## config.mk

```make
export PLATFORM = sky130hd
export DESIGN_NAME = ternary_bitmanip_unit
export DESIGN_NICKNAME = d
export VERILOG_FILES = /design/src/rtl/tbm_pkg.sv /design/src/rtl/tbm_seq.sv /design/src/rtl/tbm_operand_mux.sv /design/src/rtl/tbm_shifter.sv /design/src/rtl/tbm_bwlogic.sv /design/src/rtl/ternary_bitmanip_unit.sv
export SDC_FILE = /design/constraint.sdc
export NUM_CORES = 1
export LEC_CHECK = 0
export ABC_AREA = 1
export BUFFER_PORTS_ARGS = -buffer_cell sky130_fd_sc_hd__buf_4
export CORE_UTILIZATION = 59
export CTS_CLUSTER_DIAMETER = 200
export DETAILED_ROUTE_END_ITERATION = 6
export PLACE_DENSITY = 0.87
export SLEW_MARGIN = 0
export SYNTH_ARGS = -nofsm -noshare
export SYNTH_HDL_FRONTEND = slang
export SYNTH_SLANG_ARGS = --single-unit
```

## constraint.sdc

```tcl
create_clock -name clk -period 3.05 [get_ports clk]
set_clock_uncertainty 0.1 [all_clocks]
set_input_delay 0.4575 -clock clk [delete_from_list [all_inputs] [get_ports clk]]
set_output_delay 0.4575 -clock clk [all_outputs]
set_load 0.02 [all_outputs]
```

## src/rtl/tbm_pkg.sv

```systemverilog
package tbm_pkg;
  localparam logic [2:0] OP_CMIX = 3'd0;
  localparam logic [2:0] OP_CMOV = 3'd1;
  localparam logic [2:0] OP_FSL  = 3'd2;
  localparam logic [2:0] OP_FSR  = 3'd3;
  localparam logic [2:0] OP_ROL  = 3'd4;
  localparam logic [2:0] OP_ROR  = 3'd5;

  // operations whose second half reads the third source
  function automatic logic uses_rs3(input logic [2:0] op);
    return (op == OP_CMIX) || (op == OP_CMOV) || (op == OP_FSL) || (op == OP_FSR);
  endfunction
endpackage

```

## src/rtl/tbm_seq.sv

```systemverilog
module tbm_seq (
  input  logic       clk,
  input  logic       rst,
  input  logic       start_i,
  input  logic [2:0] op_i,
  output logic       accept_o,
  output logic       phase2_o,
  output logic       done_o,
  output logic [2:0] op_cur_o,
  output logic [2:0] op_held_o
);
  logic       phase2_q;
  logic       done_q;
  logic [2:0] op_q;

  assign accept_o = start_i && !phase2_q;

  always_ff @(posedge clk) begin
    if (rst) begin
      phase2_q <= 1'b0;
      done_q   <= 1'b0;
      op_q     <= '0;
    end else begin
      done_q   <= phase2_q;
      phase2_q <= accept_o;
      if (accept_o) op_q <= op_i;
    end
  end

  assign phase2_o  = phase2_q;
  assign done_o    = done_q;
  assign op_cur_o  = phase2_q ? op_q : op_i;
  assign op_held_o = op_q;
endmodule

```

## src/rtl/tbm_operand_mux.sv

```systemverilog
module tbm_operand_mux #(
  parameter int W = 32
) (
  input  logic [W-1:0] rs1_i,
  input  logic [W-1:0] rs2_i,
  input  logic [W-1:0] rs3_i,
  input  logic         sel_rs3_i,
  output logic [W-1:0] opa_o,
  output logic [W-1:0] opb_o
);
  assign opa_o = sel_rs3_i ? rs3_i : rs1_i;
  assign opb_o = rs2_i;
endmodule

```

## src/rtl/tbm_shifter.sv

```systemverilog
module tbm_shifter #(
  parameter int W = 32,
  localparam int AW = $clog2(W),
  localparam int SW = 2 * W - 1
) (
  input  logic [W-1:0]  data_i,
  input  logic [AW-1:0] amt_i,
  input  logic          left_i,
  input  logic          fill_i,
  output logic [W-1:0]  data_o
);
  logic [W-1:0]  fwd;
  logic [W-1:0]  shr;
  logic [SW-1:0] wide;

  // left shifts reuse the right shifter through bit reversal
  for (genvar i = 0; i < W; i++) begin : g_rev_in
    assign fwd[i] = left_i ? data_i[W-1-i] : data_i[i];
  end

  assign wide = {{(W-1){fill_i}}, fwd};
  assign shr  = W'(wide >> amt_i);

  for (genvar i = 0; i < W; i++) begin : g_rev_out
    assign data_o[i] = left_i ? shr[W-1-i] : shr[i];
  end
endmodule

```

## src/rtl/tbm_bwlogic.sv

```systemverilog
module tbm_bwlogic #(
  parameter int W = 32
) (
  input  logic [W-1:0] a_i,
  input  logic [W-1:0] b_i,
  input  logic         invert_b_i,
  output logic [W-1:0] y_o
);
  assign y_o = a_i & (invert_b_i ? ~b_i : b_i);
endmodule

```

## src/rtl/ternary_bitmanip_unit.sv

```systemverilog
module ternary_bitmanip_unit #(
  parameter int W = 32,
  localparam int AW = $clog2(W)
) (
  input  logic         clk,
  input  logic         rst,
  input  logic         start_i,
  input  logic [2:0]   op_i,
  input  logic [W-1:0] rs1_i,
  input  logic [W-1:0] rs2_i,
  input  logic [W-1:0] rs3_i,
  output logic         busy_o,
  output logic         done_o,
  output logic [W-1:0] result_o
);
  import tbm_pkg::*;

  logic          accept, phase2;
  logic [2:0]    op_cur, op_held;
  logic [W-1:0]  opa, opb;
  logic [AW-1:0] amt_lo, amt_cmpl, sh_amt;
  logic          amt_hi, sh_left;
  logic [W-1:0]  sh_out, bw_out;
  logic [W-1:0]  stage_q, stage_d, merged;
  logic [W-1:0]  result_q;

  tbm_seq seq_i (
    .clk       (clk),
    .rst       (rst),
    .start_i   (start_i),
    .op_i      (op_i),
    .accept_o  (accept),
    .phase2_o  (phase2),
    .done_o    (done_o),
    .op_cur_o  (op_cur),
    .op_held_o (op_held)
  );

  tbm_operand_mux #(.W(W)) mux_i (
    .rs1_i     (rs1_i),
    .rs2_i     (rs2_i),
    .rs3_i     (rs3_i),
    .sel_rs3_i (phase2 && uses_rs3(op_held)),
    .opa_o     (opa),
    .opb_o     (opb)
  );

  assign amt_lo   = opb[AW-1:0];
  assign amt_hi   = opb[AW];
  assign amt_cmpl = '0 - amt_lo;

  // direction and amount for the shared shifter, per operation and half
  always_comb begin
    sh_left = 1'b0;
    sh_amt  = '0;
    unique case (op_cur)
      OP_ROR: begin
        sh_left = phase2;
        sh_amt  = phase2 ? amt_cmpl : amt_lo;
      end
      OP_ROL: begin
        sh_left = !phase2;
        sh_amt  = phase2 ? amt_cmpl : amt_lo;
      end
      OP_FSR: begin
        sh_left = amt_hi ? !phase2 : phase2;
        if (amt_hi) sh_amt = phase2 ? amt_lo : amt_cmpl;
        else        sh_amt = phase2 ? amt_cmpl : amt_lo;
      end
      OP_FSL: begin
        sh_left = amt_hi ? phase2 : !phase2;
        if (amt_hi) sh_amt = phase2 ? amt_lo : amt_cmpl;
        else        sh_amt = phase2 ? amt_cmpl : amt_lo;
      end
      default: begin
        sh_left = 1'b0;
        sh_amt  = '0;
      end
    endcase
  end

  tbm_shifter #(.W(W)) shift_i (
    .data_i (opa),
    .amt_i  (sh_amt),
    .left_i (sh_left),
    .fill_i (1'b0),
    .data_o (sh_out)
  );

  tbm_bwlogic #(.W(W)) bw_i (
    .a_i        (opa),
    .b_i        (opb),
    .invert_b_i (phase2),
    .y_o        (bw_out)
  );

  // first half: partial value for the stage register
  always_comb begin
    unique case (op_cur)
      OP_CMIX:                        stage_d = bw_out;
      OP_CMOV:                        stage_d = opa;
      OP_FSL, OP_FSR, OP_ROL, OP_ROR: stage_d = sh_out;
      default:                        stage_d = '0;
    endcase
  end

  // second half: merge stage register with the switched operand
  always_comb begin
    unique case (op_cur)
      OP_CMIX: merged = stage_q | bw_out;
      OP_CMOV: merged = (opb != '0) ? stage_q : opa;
      OP_ROL, OP_ROR: merged = stage_q | sh_out;
      OP_FSL, OP_FSR: begin
        if (amt_lo == '0) merged = amt_hi ? opa : stage_q;
        else              merged = stage_q | sh_out;
      end
      default: merged = '0;
    endcase
  end

  always_ff @(posedge clk) begin
    if (rst) begin
      stage_q  <= '0;
      result_q <= '0;
    end else begin
      if (accept) stage_q  <= stage_d;
      if (phase2) result_q <= merged;
    end
  end

  assign busy_o   = phase2;
  assign result_o = result_q;
endmodule

```

### After elaboration in Yosys (flattened, before gate mapping)

Cells that the tools add are included.

* add/subtract/negate cells: 1
* equality and inequality tests: 8
* shift-type cells: 1
* muxes and demuxes: 79
* bitwise gates (word level): 4
* reductions and logical operators: 13

Operators with widths (number)
* $mux W32: 5
* $pmux W32 S4: 1
* $pmux W32 S3: 1
* $mux W1: 66
* $or A32 B32 Y32: 2
* $and A32 B32 Y32: 1
* $not A32 Y32: 1
* $reduce_bool A32 Y1: 1
* $shr A32 B5 Y32: 1
* $mux W5: 3
* $eq A3 B2 Y1 const B: 4
* $pmux W5 S2: 1
* $eq A3 B1 Y1 const B: 2
* $eq A3 B3 Y1 const B: 2
* $logic_not A3 Y1: 2
* $logic_not A5 Y1: 1
* $sub A1 B5 Y5 const A: 1
* $pmux W1 S4: 1
* $reduce_or A2 Y1: 2
* $reduce_or A4 Y1: 1
* $logic_or A1 B1 Y1: 3
* $mux W3: 1
* $logic_and A1 B1 Y1: 2
* $logic_not A1 Y1: 1

* bits in registers: 69

### Logic depth before layout (Yosys ltp)

Gate-level depths: netlist (run 1).

* depth after elaboration: 12
* gate-level depth with buffers: 23
* gate-level depth less buffers: 22

### Modules after synthesis

A second synthesis (run 1) with hierarchy kept.

* cells, all modules: 1744
* area total of the unflattened synthesis: 9141.3 µm²

By module, submodules not included
* ternary_bitmanip_unit: times used 1, cells an instance 885, area each 5027.3 µm²
* tbm_shifter: times used 1, cells an instance 559, area each 2509.9 µm²
* tbm_operand_mux: times used 1, cells an instance 136, area each 732.0 µm²
* tbm_bwlogic: times used 1, cells an instance 135, area each 663.1 µm²
* tbm_seq: times used 1, cells an instance 29, area each 209.0 µm²

### Least setup slack after synthesis (run 1)

Ideal clock, no wire load.

* path type: input port to flip-flop
* from: input port rs2_i[1]
* to: register result_q[11], in the netlist result_o[11]
* library setup time: 70 ps
* arrival time: 2560 ps
* required time: 2880 ps
* path slack: 320 ps
* cell stages on the path: 16
* buffers on the path: 2
* cells stage by stage: inv_1 -> ha_1 -> nand2_1 -> nor2_1 -> ha_1 -> inv_1 -> nand2_1 -> a32oi_1 -> clkbuf_1 -> buf_1 -> nand4_1 -> nand3_1 -> nand2_1 -> nand2_1 -> nand2_1 -> a21oi_1

* cells in the longest elaborated chain, start to end: 9
* elaborated cells on any way between the ends: 13

Ends and longest elaborated chain
* start: declaration: line ternary_bitmanip_unit.sv:10 `input logic [W-1:0] rs2_i,`
* $sub A1 B5 Y5: line ternary_bitmanip_unit.sv:50 `assign amt_cmpl = '0 - amt_lo;`
* $mux W5, on equally long branches
* $mux W5: line ternary_bitmanip_unit.sv:67, ternary_bitmanip_unit.sv:72
* $pmux W5 S2: line ternary_bitmanip_unit.sv:56 `unique case (op_cur)`
* $shr A32 B5 Y32: line tbm_shifter.sv:22 `assign shr = W'(wide >> amt_i);`
* $mux W1: line tbm_shifter.sv:25 `assign data_o[i] = left_i ? shr[W-1-i] : shr[i];`
* $or A32 B32 Y32: line ternary_bitmanip_unit.sv:112, ternary_bitmanip_unit.sv:115
* $mux W32: line ternary_bitmanip_unit.sv:114 `if (amt_lo == '0) merged = amt_hi ? opa : stage_q;`
* $pmux W32 S4 *: line ternary_bitmanip_unit.sv:109 `unique case (op_cur)`
* end signal: assignment: line ternary_bitmanip_unit.sv:127 `if (phase2) result_q <= merged;`
* end: declaration: line ternary_bitmanip_unit.sv:25 `logic [W-1:0] result_q;`

Mark *: on every way between the ends. The rest lies on a longest branch, timed or not.
A chain may end at the register's enable or synchronous reset.

### Worst setup path in the final report (run 1)

* from: register seq_i.op_q[2], in the netlist seq_i.op_held_o[2]
* to: register stage_q[30]

* cells in the longest elaborated chain, start to end: 10
* elaborated cells on any way between the ends: 57

Ends and longest elaborated chain
* start: declaration: line tbm_seq.sv:14 `logic [2:0] op_q;`
* start signal: assignment: line tbm_seq.sv:26 `if (accept_o) op_q <= op_i;`
* $eq A3 B1 Y1 / $logic_not A3 Y1 (equally long branches): line tbm_pkg.sv:11 `return (op == OP_CMIX) || (op == OP_CMOV) || (op == OP_FSL) || (op == OP_FSR);`
* $logic_or A1 B1 Y1 (3 in a row): line tbm_pkg.sv:11
* $logic_and A1 B1 Y1: line ternary_bitmanip_unit.sv:43 `.sel_rs3_i (phase2 && uses_rs3(op_held)),`
* $mux W32: line tbm_operand_mux.sv:11 `assign opa_o = sel_rs3_i ? rs3_i : rs1_i;`
* $mux W1: line tbm_shifter.sv:18 `assign fwd[i] = left_i ? data_i[W-1-i] : data_i[i];`
* $shr A32 B5 Y32: line tbm_shifter.sv:22
* $mux W1: line tbm_shifter.sv:25
* $pmux W32 S3 *: line ternary_bitmanip_unit.sv:99 `unique case (op_cur)`
* end signal: assignment: line ternary_bitmanip_unit.sv:126 `if (accept) stage_q <= stage_d;`
* end: declaration: line ternary_bitmanip_unit.sv:24 `logic [W-1:0] stage_q, stage_d, merged;`

Marked as above.

==> flow_summary.ini, run 1 <==
[global_routing]
grt_max_degree = 70
grt_pass1_wl_um = 59300
track_usage_pct = 51.7
overflow = 0
first_global_vias = 10956
antenna_found_initial = 1

[detailed_routing]
ant_nets = 0
detail_route.vias_per_cell = 6.49
wl_per_cell_um = 20.1
vias = 12579
dr.pass1.iters = 7
initialDrtViolationCount = 2103
drcViolationCount = 0
drt-total-wl_um = 38900

[clocking]
clk_pin_slew_ns = 0.06
cts.hold.buffers_added = 0
cts_tree = built
clk_root_buffer_cell = clkbuf_16
clock-sinks = 69
clk_latency_ns = 0.35
numCtsBuffers = 9
ctsHtreeMaxLevel = 3
clockBufferDepth = 2

[pwr]
power.density_nw_per_um2 = 467
leakagePower_uw = 0.00531
irDropWorstVdd_mv = 0.343

[critical_path]
cp_common_cell = nand2_1
critPathBufInv = 4
cp_top_family = simple AND/OR/NAND/NOR gates
cp_slowest_cell = o21ai_1
r2r_cells = 19
max_stage_delay_ns = 0.35
path_cells = inv_1, nand2_4, buf_4, o21ai_1, inv_1, buf_4, nand2_1, nand3_1, nand3_1, nand2_1, nand2_2, nand3_1, nand3_1, nand3_2, nand2_1, nand2_1, o21ai_1, nand2_1, a21oi_1
start_kind = register
worstSetupPathType = reg2reg
endpoint_kind = register
rrSetupSlack_ns = 0.07
crit_fanout = 17
worst_ep_required_time_ns = 3.23
cp.depth = 19
arrival_ns = 3.16

[final_layout]
final_core_util_pct = 76.3
final_layout_size_suffix_gt1_share_pct = 18.7
nets = 1856
fill_cells = 1193
area_growth_pct = 24.0
fin_area_um2 = 10800

[flow_run]
max_cap_violations = 0

[placement]
dpl_worst_slack_ns = -0.128
io_buffers = 135
place_congestion = 1.15
dp.final_hpwl_um = 27600
postPlaceCellArea_um2 = 10200

[timing]
slew_headroom_pct = 44.9
setup_viol = 0
finalWorstSetupSlack_ns = 0.0744
tightest_slew_ns = 0.826
hold_viol_final = 0
fin_crit_sh_pct = 97.6
fmax_mhz = 336
tns_ns = 0
drv_slew = 0
period_needed_ns = 2.98
rsz0062_at_grt = yes

[logic_synthesis]
synthFlopType = dfxtp_1
synth_seq_cells = 69
synth_top_area_share_pct = 23.2
yosys_warnings = 0
synth_area_leaders = nand2_1 23%, nand3_1 18%, dfxtp_1 16%
yosysTopAreaCell = nand2_1
synth_cells = 1626
ys_seq_area_share_pct = 15.9
synth.cell_area_um2 = 8680
synthDistinctLibCells = 41
postSynthAreaPerCell_um2 = 5.34
synth_edf_count = 0
syn_nets = 1730
synthArstFlopShare_pct = 0

[floorplan]
core_um2 = 14100
core.rowCount = 43
die_w_um = 123
die_h_um = 123
initial_core_util_pct = 61.6
die_area_um2 = 15200
ioPinCount = 136

[run_status]
status = finished, final reports clean

[hold_path]
hold_class = in2reg
min_path_cells = 3
-- worst paths after layout --
check	from	end
setup / recovery	seq_i.op_held_o[2]	stage_q[30]
hold / removal	op_i[1]	seq_i.op_held_o[1]
setup reg to reg	seq_i.op_held_o[2]	stage_q[30]
hold reg to reg	result_o[6]	result_o[6]
-- power by group --
part	leakage (µW)	total (µW)	internal, µW	switching [µW]
combinational	0.00461	2900	980	1920
sequential	0.000562	1030	972	54.4
clock	0.000138	1090	636	456
total	0.00531	5020	2590	2430
-- cell usage after synthesis, types with 16 or more instances --
cell type	instances
nand4_1	20
o22ai_1	16
a21oi_1	143
inv_1	118
o21ai_0	87
nand3_1	310
nor2_1	63
buf_2	32
o21ai_1	45
xor2_1	28
clkbuf_1	64
nand2_1	537
dfxtp_1	69
-- flip-flops by register name, summed over array words and instances (netlist names) --
register         flops
result_o            32
stage_q             32
seq_i.op_held_o      3
seq_i.done_o         1
seq_i.phase2_o       1
-- per-stage QoR --
stage	cells	power, µW	hold slack (ns)
CTS	1932	4750	0.314
detailed placement	1916	3670	0.356
global placement	1916	3640	0.353
finish	1938	5020	0.306
floorplan	1626	2780	0.354
global route	1938	5270	0.323
-- what timing repair did --
item | CTS | global route
setup buffers | 0 | 4
gates resized for setup | 0 | 61
endpoints found under the setup margin | 0 | 64
-- layout make-up --
| cell class | instances | area (µm²) | area share, % |
|---|---|---|---|
| Clock buffer | 9 | 225 | 2.09 |
| Tap cell | 180 | 225 | 2.09 |
| Timing Repair Buffer | 229 | 1880 | 17.5 |
| Inverter | 127 | 494 | 4.59 |
| Clock inverter | 7 | 75.1 | 0.698 |
| Antenna cell | 1 | 2.50 | 0.0233 |
| Multi-Input combinational cell | 1316 | 6470 | 60.2 |
| Sequential cell | 69 | 1390 | 12.9 |
-- worst register-to-register path: cells and delay by family (launching register included) --
kind / cells / cell delay (ns)
DFF: 1 / 0.32
buffers and inverters: 4 / 0.67
and+or+nand+nor: 12 / 1.24
AOI/OAI and AO/OA: 3 / 0.58
-- cell families after synthesis --
| family | synth area share [%] |
|---|---|
| adders and majority gates | 0.288 |
| buffers and inverters | 11.9 |
| and+or+nand+nor | 48.9 |
| AOI/OAI and AO/OA | 20.2 |
| DFF | 15.9 |
| xor gates and xnor gates | 2.82 |
-- routing by layer --
metal	track usage, %	routed length (µm)	vias up
li1	-	-	5684
met1	65.1	14000	5511
met2	74.9	15800	1077
met3	16.7	5640	307
met4	33.7	3480	0
met5	2.43	0	-
-- layout by cell type (no fill, tap or decap), types with 4 or more instances in the layout --
cell       instances
dfxtp_1           68
nand2_2           18
xor2_1            28
o21ai_2            5
buf_6              4
nand2_4            5
clkbuf_16         10
nand3_1          286
o21ai_1           47
inv_1            117
nand2_1          526
a21boi_1           9
nor4_1             4
a221oi_1          12
nor2_1            62
o21ai_0           80
buf_12            10
o22ai_1           16
a21oi_1          142
nand4_1           20
inv_2              7
buf_4            211
nand3_2           29
Note: power is estimated with default switching activity, not from simulation.
==> inputs of run 2 (changes only) <==
--- a/config.mk
+++ b/config.mk
@@ -11,7 +11,7 @@
 export CTS_CLUSTER_DIAMETER = 200
 export DETAILED_ROUTE_END_ITERATION = 6
 export PLACE_DENSITY = 0.87
-export SLEW_MARGIN = 0
+export REMOVE_ABC_BUFFERS = 1
 export SYNTH_ARGS = -nofsm -noshare
 export SYNTH_HDL_FRONTEND = slang
 export SYNTH_SLANG_ARGS = --single-unit
==> run 2 against run 1 <==
The flow now finishes with violations (design-rule violations). Worst hold slack got worse by 0.0011 ns. Critical path depth increased by 1. Count of clock-buffer cells in the layout increased by 1. Final area decreased by 0.51%. Via count decreased by 3.8%.
==> flow_summary.ini, run 2 (same netlist as run 1, synthesis figures left out) <==
[run_status]
status = finished with violations
violations = design-rule violations

[clocking]
numCtsBuffers = 9
clk_root_buffer_cell = clkbuf_16
cts_tree = built
clk_pin_slew_ns = 0.06
clock-sinks = 69
clockBufferDepth = 2
ctsHtreeMaxLevel = 3
cts.hold.buffers_added = 0
clk_latency_ns = 0.35

[final_layout]
final_common_cell = nand2_1
layout.cells.non_filler = 1930
area_growth_pct = 23.3
final_core_util_pct = 76.0
layout_common_cells = 536 x nand2_1, 303 x nand3_1, 199 x buf_4, 141 x a21oi_1, 117 x inv_1
n_antenna_cell = 0
nets = 1849
fill_cells = 1238
final_layout_size_suffix_gt1_share_pct = 17.0

[floorplan]
ioPinCount = 136
initial_core_util_pct = 61.6
die_area_um2 = 15200
die_h_um = 123
core_um2 = 14100
core.rowCount = 43
die_w_um = 123

[timing]
tightest_slew_ns = 0.829
rsz0062_at_grt = yes
hold_viol_final = 0
fin_crit_sh_pct = 96.1
period_needed_ns = 2.93
slew_headroom_pct = 44.7
drv_slew = 0
setup_viol = 0
fmax_mhz = 341

[global_routing]
use_met1_pct = 59.5
met3_usage_pct = 8.76
grt_max_degree = 70
overflow = 0
antenna_found_initial = 0
track_usage_pct = 45.6
use_met2_pct = 70.4
grt_pass1_wl_um = 53500
gr-max-usage-layer = met2
first_global_vias = 10607

[detailed_routing]
ant_nets = 0
drt-total-wl_um = 35000
detail_route.vias_per_cell = 6.27
vias = 12100
drcViolationCount = 7
initialDrtViolationCount = 1659
wl_per_cell_um = 18.2
dr.pass1.iters = 7

[hold_path]
hold_class = in2reg
min_path_cells = 3

[critical_path]
r2r_cells = 20
start_kind = register
arrival_ns = 3.11
worstSetupPathType = reg2reg
worst_ep_required_time_ns = 3.23
endpoint_kind = register
crit_fanout = 9

[placement]
dp.final_hpwl_um = 25000
placed_cells = 1906
place_congestion = 1.06
io_buffers = 135

[pwr]
power.density_nw_per_um2 = 455
irDropWorstVdd_mv = 0.293
leakagePower_uw = 0.00528

[flow_run]
max_cap_violations = 0
-- run 2: worst paths after layout --
path                   from                  to  slack (ns)
max          seq_i.phase2_o        result_o[20]        0.12
min                 op_i[1]  seq_i.op_held_o[1]        0.31
max reg2reg  seq_i.phase2_o        result_o[20]        0.12
min reg2reg    result_o[15]        result_o[15]        0.36
-- run 2: report_power, final --
group / internal [µW] / leakage, µW / switching [µW]
registers: 972 / 0.000562 / 52.2
clock network: 632 / 0.000138 / 448
logic: 1000 / 0.00458 / 1760
total: 2600 / 0.00528 / 2260
-- run 2: timing repair --
| action | 4_1_cts | 5_1_grt |
|---|---|---|
| setup endpoints to repair | 2 | 64 |
| pin swaps | 0 | 4 |
| gates cloned | 0 | 3 |
| gates resized for setup | 1 | 31 |
| buffers inserted | 0 | 5 |
-- run 2: layout make-up --
type                            instances  area (µm²)  area share (%)
Multi-Input combinational cell       1317        6380            59.6
Timing Repair Buffer                  221        1930            18.0
Sequential cell                        69        1390            12.9
Inverter                              127         492            4.59
Clock buffer                           10         229            2.14
Tap cell                              180         225            2.10
Clock inverter                          6        63.8           0.596
-- run 2: metal layers --
metal  wire, µm  up-vias
li1           -     5670
met1      13800     5380
met2      15000      875
met3       4550      175
met4       1700        0
met5          0        -
-- run 2: through the flow --
stage          worst slack [ns]  TNS, ns  hold WS, ns  cell area (µm²)  total power [µW]
6_report                  0.118        0        0.305            10700              4870
5_1_grt                 -0.0295   -0.161        0.322            10700              5150
4_1_cts                  0.0353        0        0.295            10500              4720
3_5_place_dp            -0.0189  -0.0193        0.355            10200              3640
3_3_place_gp             0.0205        0        0.352            10200              3610
2_1_floorplan             -3.85  -245.23        0.352             8140              2660
-- run 2: worst max-delay path, cell delays in order, from the launching register on --
cell     delay, ns
dfxtp_4       0.46
buf_12        0.15
nand2_1       0.05
nand2_2       0.13
nand2_1       0.11
nand3_4       0.11
nand2_8       0.11
buf_12        0.15
nand2_1       0.12
nand3_2       0.12
nand2_2       0.12
nand2_1       0.06
nand2_1       0.13
nand2_1       0.10
nand2_1       0.11
nand4_1       0.26
nand3_1       0.18
nand2_1       0.06
nand2_1       0.05
nand2_1       0.05
a21oi_2       0.13
